==> config.mk <==
export PLATFORM = sky130hd
export DESIGN_NAME = ovs_uart_rx
export DESIGN_NICKNAME = d
export VERILOG_FILES = /design/src/rtl/urx_pkg.sv /design/src/rtl/urx_sync.sv /design/src/rtl/urx_phase.sv /design/src/rtl/urx_frame.sv /design/src/rtl/ovs_uart_rx.sv
export SDC_FILE = /design/constraint.sdc
export NUM_CORES = 1
export LEC_CHECK = 0
export ABC_AREA = 0
export BUFFER_PORTS_ARGS = -buffer_cell sky130_fd_sc_hd__clkbuf_2
export CAP_MARGIN = 20
export CORE_MARGIN = 4
export CORE_UTILIZATION = 53
export CTS_CLUSTER_DIAMETER = 80
export DETAILED_ROUTE_END_ITERATION = 7
export GPL_ROUTABILITY_DRIVEN = 0
export PLACE_DENSITY = 0.75
export SLEW_MARGIN = 20
export SYNTH_ARGS = -nofsm -noshare
export SYNTH_HDL_FRONTEND = slang
export SYNTH_SLANG_ARGS = --single-unit
==> constraint.sdc <==
create_clock -name clk -period 2.2 [get_ports clk]
set_input_delay 0.44 -clock clk [delete_from_list [all_inputs] [get_ports clk]]
set_output_delay 0.44 -clock clk [all_outputs]
set_load 0.005 [all_outputs]
==> src/rtl/urx_pkg.sv <==
package urx_pkg;

    localparam int OSR_DEF  = 16;
    localparam int MAX_BITS = 9;
    localparam int MIN_BITS = 5;

    typedef enum logic [1:0] {
        PAR_NONE = 2'b00,
        PAR_EVEN = 2'b01,
        PAR_ODD  = 2'b10,
        PAR_OFF2 = 2'b11
    } par_e;

    typedef enum logic [2:0] {
        ST_IDLE,
        ST_START,
        ST_DATA,
        ST_PAR,
        ST_STOP
    } st_e;

    typedef struct packed {
        logic       dbl;
        logic [3:0] nbits;
        par_e       par;
    } cfg_t;

    function automatic logic maj3(input logic a, input logic b, input logic c);
        return (a & b) | (a & c) | (b & c);
    endfunction

    function automatic logic [3:0] clamp_bits(input logic [3:0] n);
        if (n < 4'(MIN_BITS)) return 4'(MIN_BITS);
        if (n > 4'(MAX_BITS)) return 4'(MAX_BITS);
        return n;
    endfunction

    function automatic logic par_on(input par_e p);
        return (p == PAR_EVEN) || (p == PAR_ODD);
    endfunction

    function automatic logic par_expect(input logic [MAX_BITS-1:0] d, input par_e p);
        return (p == PAR_ODD) ? ~(^d) : (^d);
    endfunction

endpackage

==> src/rtl/urx_sync.sv <==
module urx_sync #(
    parameter int STAGES = 2
) (
    input  logic clk,
    input  logic rst,
    input  logic din,
    output logic dout
);
    logic [STAGES-1:0] chain;

    always_ff @(posedge clk) begin
        if (rst) chain <= '1;
        else     chain <= {chain[STAGES-2:0], din};
    end

    assign dout = chain[STAGES-1];
endmodule

==> src/rtl/urx_phase.sv <==
module urx_phase #(
    parameter int OSR = 16
) (
    input  logic clk,
    input  logic rst,
    input  logic tick,
    input  logic restart,
    input  logic dbl,
    input  logic line,
    output logic prev_smp,
    output logic vote_evt,
    output logic vote_bit
);
    localparam int PW = $clog2(OSR + 1);
    localparam logic [PW-1:0] LAST_N = PW'(OSR);
    localparam logic [PW-1:0] LAST_D = PW'(OSR / 2);
    localparam logic [PW-1:0] CTR_N  = PW'(OSR / 2);
    localparam logic [PW-1:0] CTR_D  = PW'(OSR / 4);

    logic [PW-1:0] ph;
    logic [PW-1:0] nxt;
    logic [PW-1:0] last_s;
    logic [PW-1:0] ctr;
    logic          s_a, s_b;

    always_comb begin
        last_s = dbl ? LAST_D : LAST_N;
        ctr    = dbl ? CTR_D  : CTR_N;
        nxt    = (ph >= last_s) ? PW'(1) : ph + PW'(1);
    end

    always_ff @(posedge clk) begin
        if (rst) begin
            ph       <= PW'(1);
            s_a      <= 1'b1;
            s_b      <= 1'b1;
            prev_smp <= 1'b1;
        end else if (tick) begin
            prev_smp <= line;
            ph       <= restart ? PW'(1) : nxt;
            if (nxt == ctr)          s_a <= line;
            if (nxt == ctr + PW'(1)) s_b <= line;
        end
    end

    assign vote_evt = tick && !restart && (nxt == ctr + PW'(2));
    assign vote_bit = urx_pkg::maj3(s_a, s_b, line);
endmodule

==> src/rtl/urx_frame.sv <==
module urx_frame
    import urx_pkg::*;
(
    input  logic                clk,
    input  logic                rst,
    input  logic                tick,
    input  logic                line,
    input  logic                prev_smp,
    input  logic                vote_evt,
    input  logic                vote_bit,
    input  cfg_t                cfg_in,
    output logic                restart,
    output cfg_t                cfg_q,
    output logic [MAX_BITS-1:0] rx_data,
    output logic                rx_valid,
    output logic                rx_par_err,
    output logic                rx_frm_err
);
    st_e                 st;
    logic [3:0]          idx;
    logic [MAX_BITS-1:0] shreg;
    logic                par_bit;

    assign restart = (st == ST_IDLE) && tick && prev_smp && !line;

    always_ff @(posedge clk) begin
        if (rst) begin
            st         <= ST_IDLE;
            idx        <= '0;
            shreg      <= '0;
            par_bit    <= 1'b0;
            cfg_q      <= '{dbl: 1'b0, nbits: 4'(MAX_BITS), par: PAR_NONE};
            rx_data    <= '0;
            rx_valid   <= 1'b0;
            rx_par_err <= 1'b0;
            rx_frm_err <= 1'b0;
        end else begin
            rx_valid <= 1'b0;
            unique case (st)
                ST_IDLE: if (restart) begin
                    st          <= ST_START;
                    cfg_q.dbl   <= cfg_in.dbl;
                    cfg_q.nbits <= clamp_bits(cfg_in.nbits);
                    cfg_q.par   <= cfg_in.par;
                    idx         <= '0;
                    shreg       <= '0;
                end
                ST_START: if (vote_evt) begin
                    st <= vote_bit ? ST_IDLE : ST_DATA;
                end
                ST_DATA: if (vote_evt) begin
                    shreg[idx] <= vote_bit;
                    if (idx == cfg_q.nbits - 4'd1)
                        st <= par_on(cfg_q.par) ? ST_PAR : ST_STOP;
                    else
                        idx <= idx + 4'd1;
                end
                ST_PAR: if (vote_evt) begin
                    par_bit <= vote_bit;
                    st      <= ST_STOP;
                end
                ST_STOP: if (vote_evt) begin
                    rx_data    <= shreg;
                    rx_valid   <= 1'b1;
                    rx_par_err <= par_on(cfg_q.par) &&
                                  (par_bit != par_expect(shreg, cfg_q.par));
                    rx_frm_err <= !vote_bit;
                    st         <= ST_IDLE;
                end
                default: st <= ST_IDLE;
            endcase
        end
    end
endmodule

==> src/rtl/ovs_uart_rx.sv <==
module ovs_uart_rx
    import urx_pkg::*;
#(
    parameter int OSR       = OSR_DEF,
    parameter int SYNC_DEPTH = 2
) (
    input  logic                clk,
    input  logic                rst,
    input  logic                smp_tick,
    input  logic                rx_line,
    input  logic                cfg_dbl,
    input  logic [3:0]          cfg_bits,
    input  logic [1:0]          cfg_par,
    output logic [MAX_BITS-1:0] rx_data,
    output logic                rx_valid,
    output logic                rx_par_err,
    output logic                rx_frm_err
);
    logic line_s;
    logic prev_smp, vote_evt, vote_bit, restart;
    cfg_t cfg_in, cfg_q;
    logic [1:0] par_cfg_q;

    assign cfg_in    = '{dbl: cfg_dbl, nbits: cfg_bits, par: par_e'(cfg_par)};
    assign par_cfg_q = cfg_q.par;

    urx_sync #(.STAGES(SYNC_DEPTH)) u_sync (
        .clk (clk),
        .rst (rst),
        .din (rx_line),
        .dout(line_s)
    );

    urx_phase #(.OSR(OSR)) u_phase (
        .clk     (clk),
        .rst     (rst),
        .tick    (smp_tick),
        .restart (restart),
        .dbl     (cfg_q.dbl),
        .line    (line_s),
        .prev_smp(prev_smp),
        .vote_evt(vote_evt),
        .vote_bit(vote_bit)
    );

    urx_frame u_frame (
        .clk       (clk),
        .rst       (rst),
        .tick      (smp_tick),
        .line      (line_s),
        .prev_smp  (prev_smp),
        .vote_evt  (vote_evt),
        .vote_bit  (vote_bit),
        .cfg_in    (cfg_in),
        .restart   (restart),
        .cfg_q     (cfg_q),
        .rx_data   (rx_data),
        .rx_valid  (rx_valid),
        .rx_par_err(rx_par_err),
        .rx_frm_err(rx_frm_err)
    );
endmodule

==> results.toml <==
[status]
outcome = "finished, final reports clean"

[drt]
vias_per_cell = 5.808
vias = 2207
wirelength_um = 5610
drc = 0
wl_per_cell_um = 14.76
initialDrtViolationCount = 167
ant_nets = 0
dr.pass1.iters = 5

[sta]
maxSlewViolCount = 0
tns_ns = 0
hold_viol_final = 0
timing.final.ws_setup_ns = 0.01568
grt_setup_unrepaired = "true"
worst_pin_slew_ns = 0.6257
setup_viol = 0
timing.final.crit_period_ns = 2.184
hold_slack_ns = 0.3139
post-route-period-util = 0.9929
finalClockSkew_ns = 0.006416
clock.fmax_ghz = 0.4578
relSlewSlack = 0.5813

[clocking]
ctsHtreeMaxLevel = 2
clock_sinks = 46
numCtsBuffers = 5
cts_tree = "yes"
clk_pin_slew_worst_paths_ns = 0.08
insertion_delay_ns = 0.30
clockBufferDepth = 2
root_buffer = "clkbuf_8"

[layout]
layout-drive-gt1-share = 0.2699
syn_to_final_growth_pct = 19.42
layout.cells.non_filler = 380
fin_nets = 346
num_antenna_cells = 0

[die]
design.core.area_mm2 = 0.004692
die_w_um = 77.55
rows = 25
die_h_um = 77.55
start_util = 0.5464
dieArea_mm2 = 0.006014
ioPinCount = 23

[pwr]
switching_power_uw = 435.1
internal_power_uw = 1155
power_frac_comb = 0.128
p_leak_uw = 0.001257
peakVddDrop_v = 0.0002899
switching_share = 0.2736
power_density_mw_per_mm2 = 519.3
p_clk_frac = 0.328
seqPwrFrac = 0.543

[synth]
synth.yosys.seq_area_share = 0.3592
synth_seq_cells = 46
synth_flop_cell = "dfxtp_1"
synth_edf_count = 0
synth_top_area_frac = 0.3592
synthArstFlopShare = 0
ys_types = 59
synthMuxAreaShare = 0.05515
synthTopCellsByCount = "dfxtp_1, nand2_1, a21oi_1"
synthesis.nets = 309
synth.avg_cell_area_um2 = 8.902
syn_inst = 288
synth_area_mm2 = 0.002564
yosysTopAreaCell = "dfxtp_1"
yosysMostFrequentCell = "dfxtp_1"
synth_area_leaders = "dfxtp_1, mux2i_1, ha_1"
synth-compound-area-share = 0.1898
synth_top_family_by_area = "simple AND/OR/NAND/NOR gates"
synth-xor-area-share = 0.05466
synth_fa_ha_area_frac = 0.05271
synth-simple-area-share = 0.2416
ys.warnings.count = 0

[setup_path]
cp_slowest_cell = "or3_1"
cp_cell_sequence = "ha_4 -> and4b_4 -> nor3_4 -> nand3_4 -> or3_1 -> o21ai_1 -> a21oi_1"
crit_family = "simple AND/OR/NAND/NOR gates"
worstSetupEndpointType = "flop"
cp.arrival_ns = 2.36
max_stage_delay_ns = 0.46
path_buf_inv = 0
crit_fanout = 5
worstSetupPathType = "reg2reg"
worstPathRequired_ns = 2.38
crit_path_start_kind = "flop"

[placement]
place.port_buffers = 22
hpwl_um = 3954
place_inst = 369
dpl_worst_slack_ns = -0.01236

[global_route]
antenna_found_initial = 0
grtUsageTotal = 0.1897
grt_pass1_wl_um = 9294
grt_max_degree = 31
grt-ovfl-total = 0
first_global_vias = 2042

[run]
max_cap_violations = 0

[hold_path]
hp-class = "in2reg"
[power groups by stage]
stage	Clock (uW)	Combinational [uW]	Sequential, uW
5_1_grt	563	224	866
4_1_cts	538	180	861
3_3_place_gp	0	176	880
6_report	522	204	864
3_5_place_dp	0	179	880
2_1_floorplan	0	129	873
[per-layer routing]
layer	part of all wire	routed length [um]	global-route usage
met1	0.48	2692	0.2627
met5	0	0	0
met4	0.017	95	0.07117
met3	0.045	255	0.03132
met2	0.46	2568	0.2962
[state kept, by name, indices dropped and copies added (netlist names), 2 cells and up]
name             count
u_sync.chain         2
u_frame.idx          4
u_frame.rx_data      9
u_phase.ph           5
u_frame.cfg_q        7
u_frame.shreg        9
u_frame.st           3
[stage by stage]
step	util	total power, uW	instance area [um^2]
6_report	0.6525	1590	3062
5_1_grt	0.6525	1654	3062
4_1_cts	0.6243	1579	2929
3_5_place_dp	0.6051	1059	2839
3_3_place_gp	0.6051	1056	2839
2_1_floorplan	-	1002	2571
[timing repair]
action                                  CTS  global route
hold buffers                              0             0
gates cloned                              0             1
endpoints found under the setup margin    5            27
setup buffers                             0             2
pin swaps                                 1            14
resized for setup                         0            24
[path summary, 6_finish.rpt]
path                          from                  to  slack (ns)  cells past startpoint
setup / recovery  u_frame.cfg_q[6]  u_frame.rx_par_err        0.02                      7
hold / removal             rx_line     u_sync.chain[0]        0.31                      2
setup reg to reg  u_frame.cfg_q[6]  u_frame.rx_par_err        0.02                      7
hold reg to reg    u_sync.chain[0]     u_sync.chain[1]        0.41                      1
[logic make-up after synthesis]
family	Yosys count
adders and majority gates	11
AOI/OAI and AO/OA	70
DFF	46
and+or+nand+nor	105
buffers and inverters	26
xor gates and xnor gates	16
muxes	14
[placed cells by master, fill, tap and decap left out, types with 8 or more instances in the layout]
cell	instances
a21o_1	13
a21oi_1	22
buf_4	20
clkbuf_2	22
dfxtp_1	41
inv_1	8
mux2i_1	13
nand2_1	29
nor2_1	22
xnor2_1	14
[cell type report]
| cell class | count | area, um^2 |
|---|---|---|
| multi-input combinational | 217 | 1634 |
| timing repair buffer | 44 | 291.5 |
| tap | 54 | 67.56 |
| inverter | 11 | 43.79 |
| clock inverter | 3 | 21.27 |
| sequential | 46 | 934.6 |
| clock buffer | 5 | 68.82 |
| fill | 388 | 1630 |
Note: power is estimated with default switching activity, not from simulation.
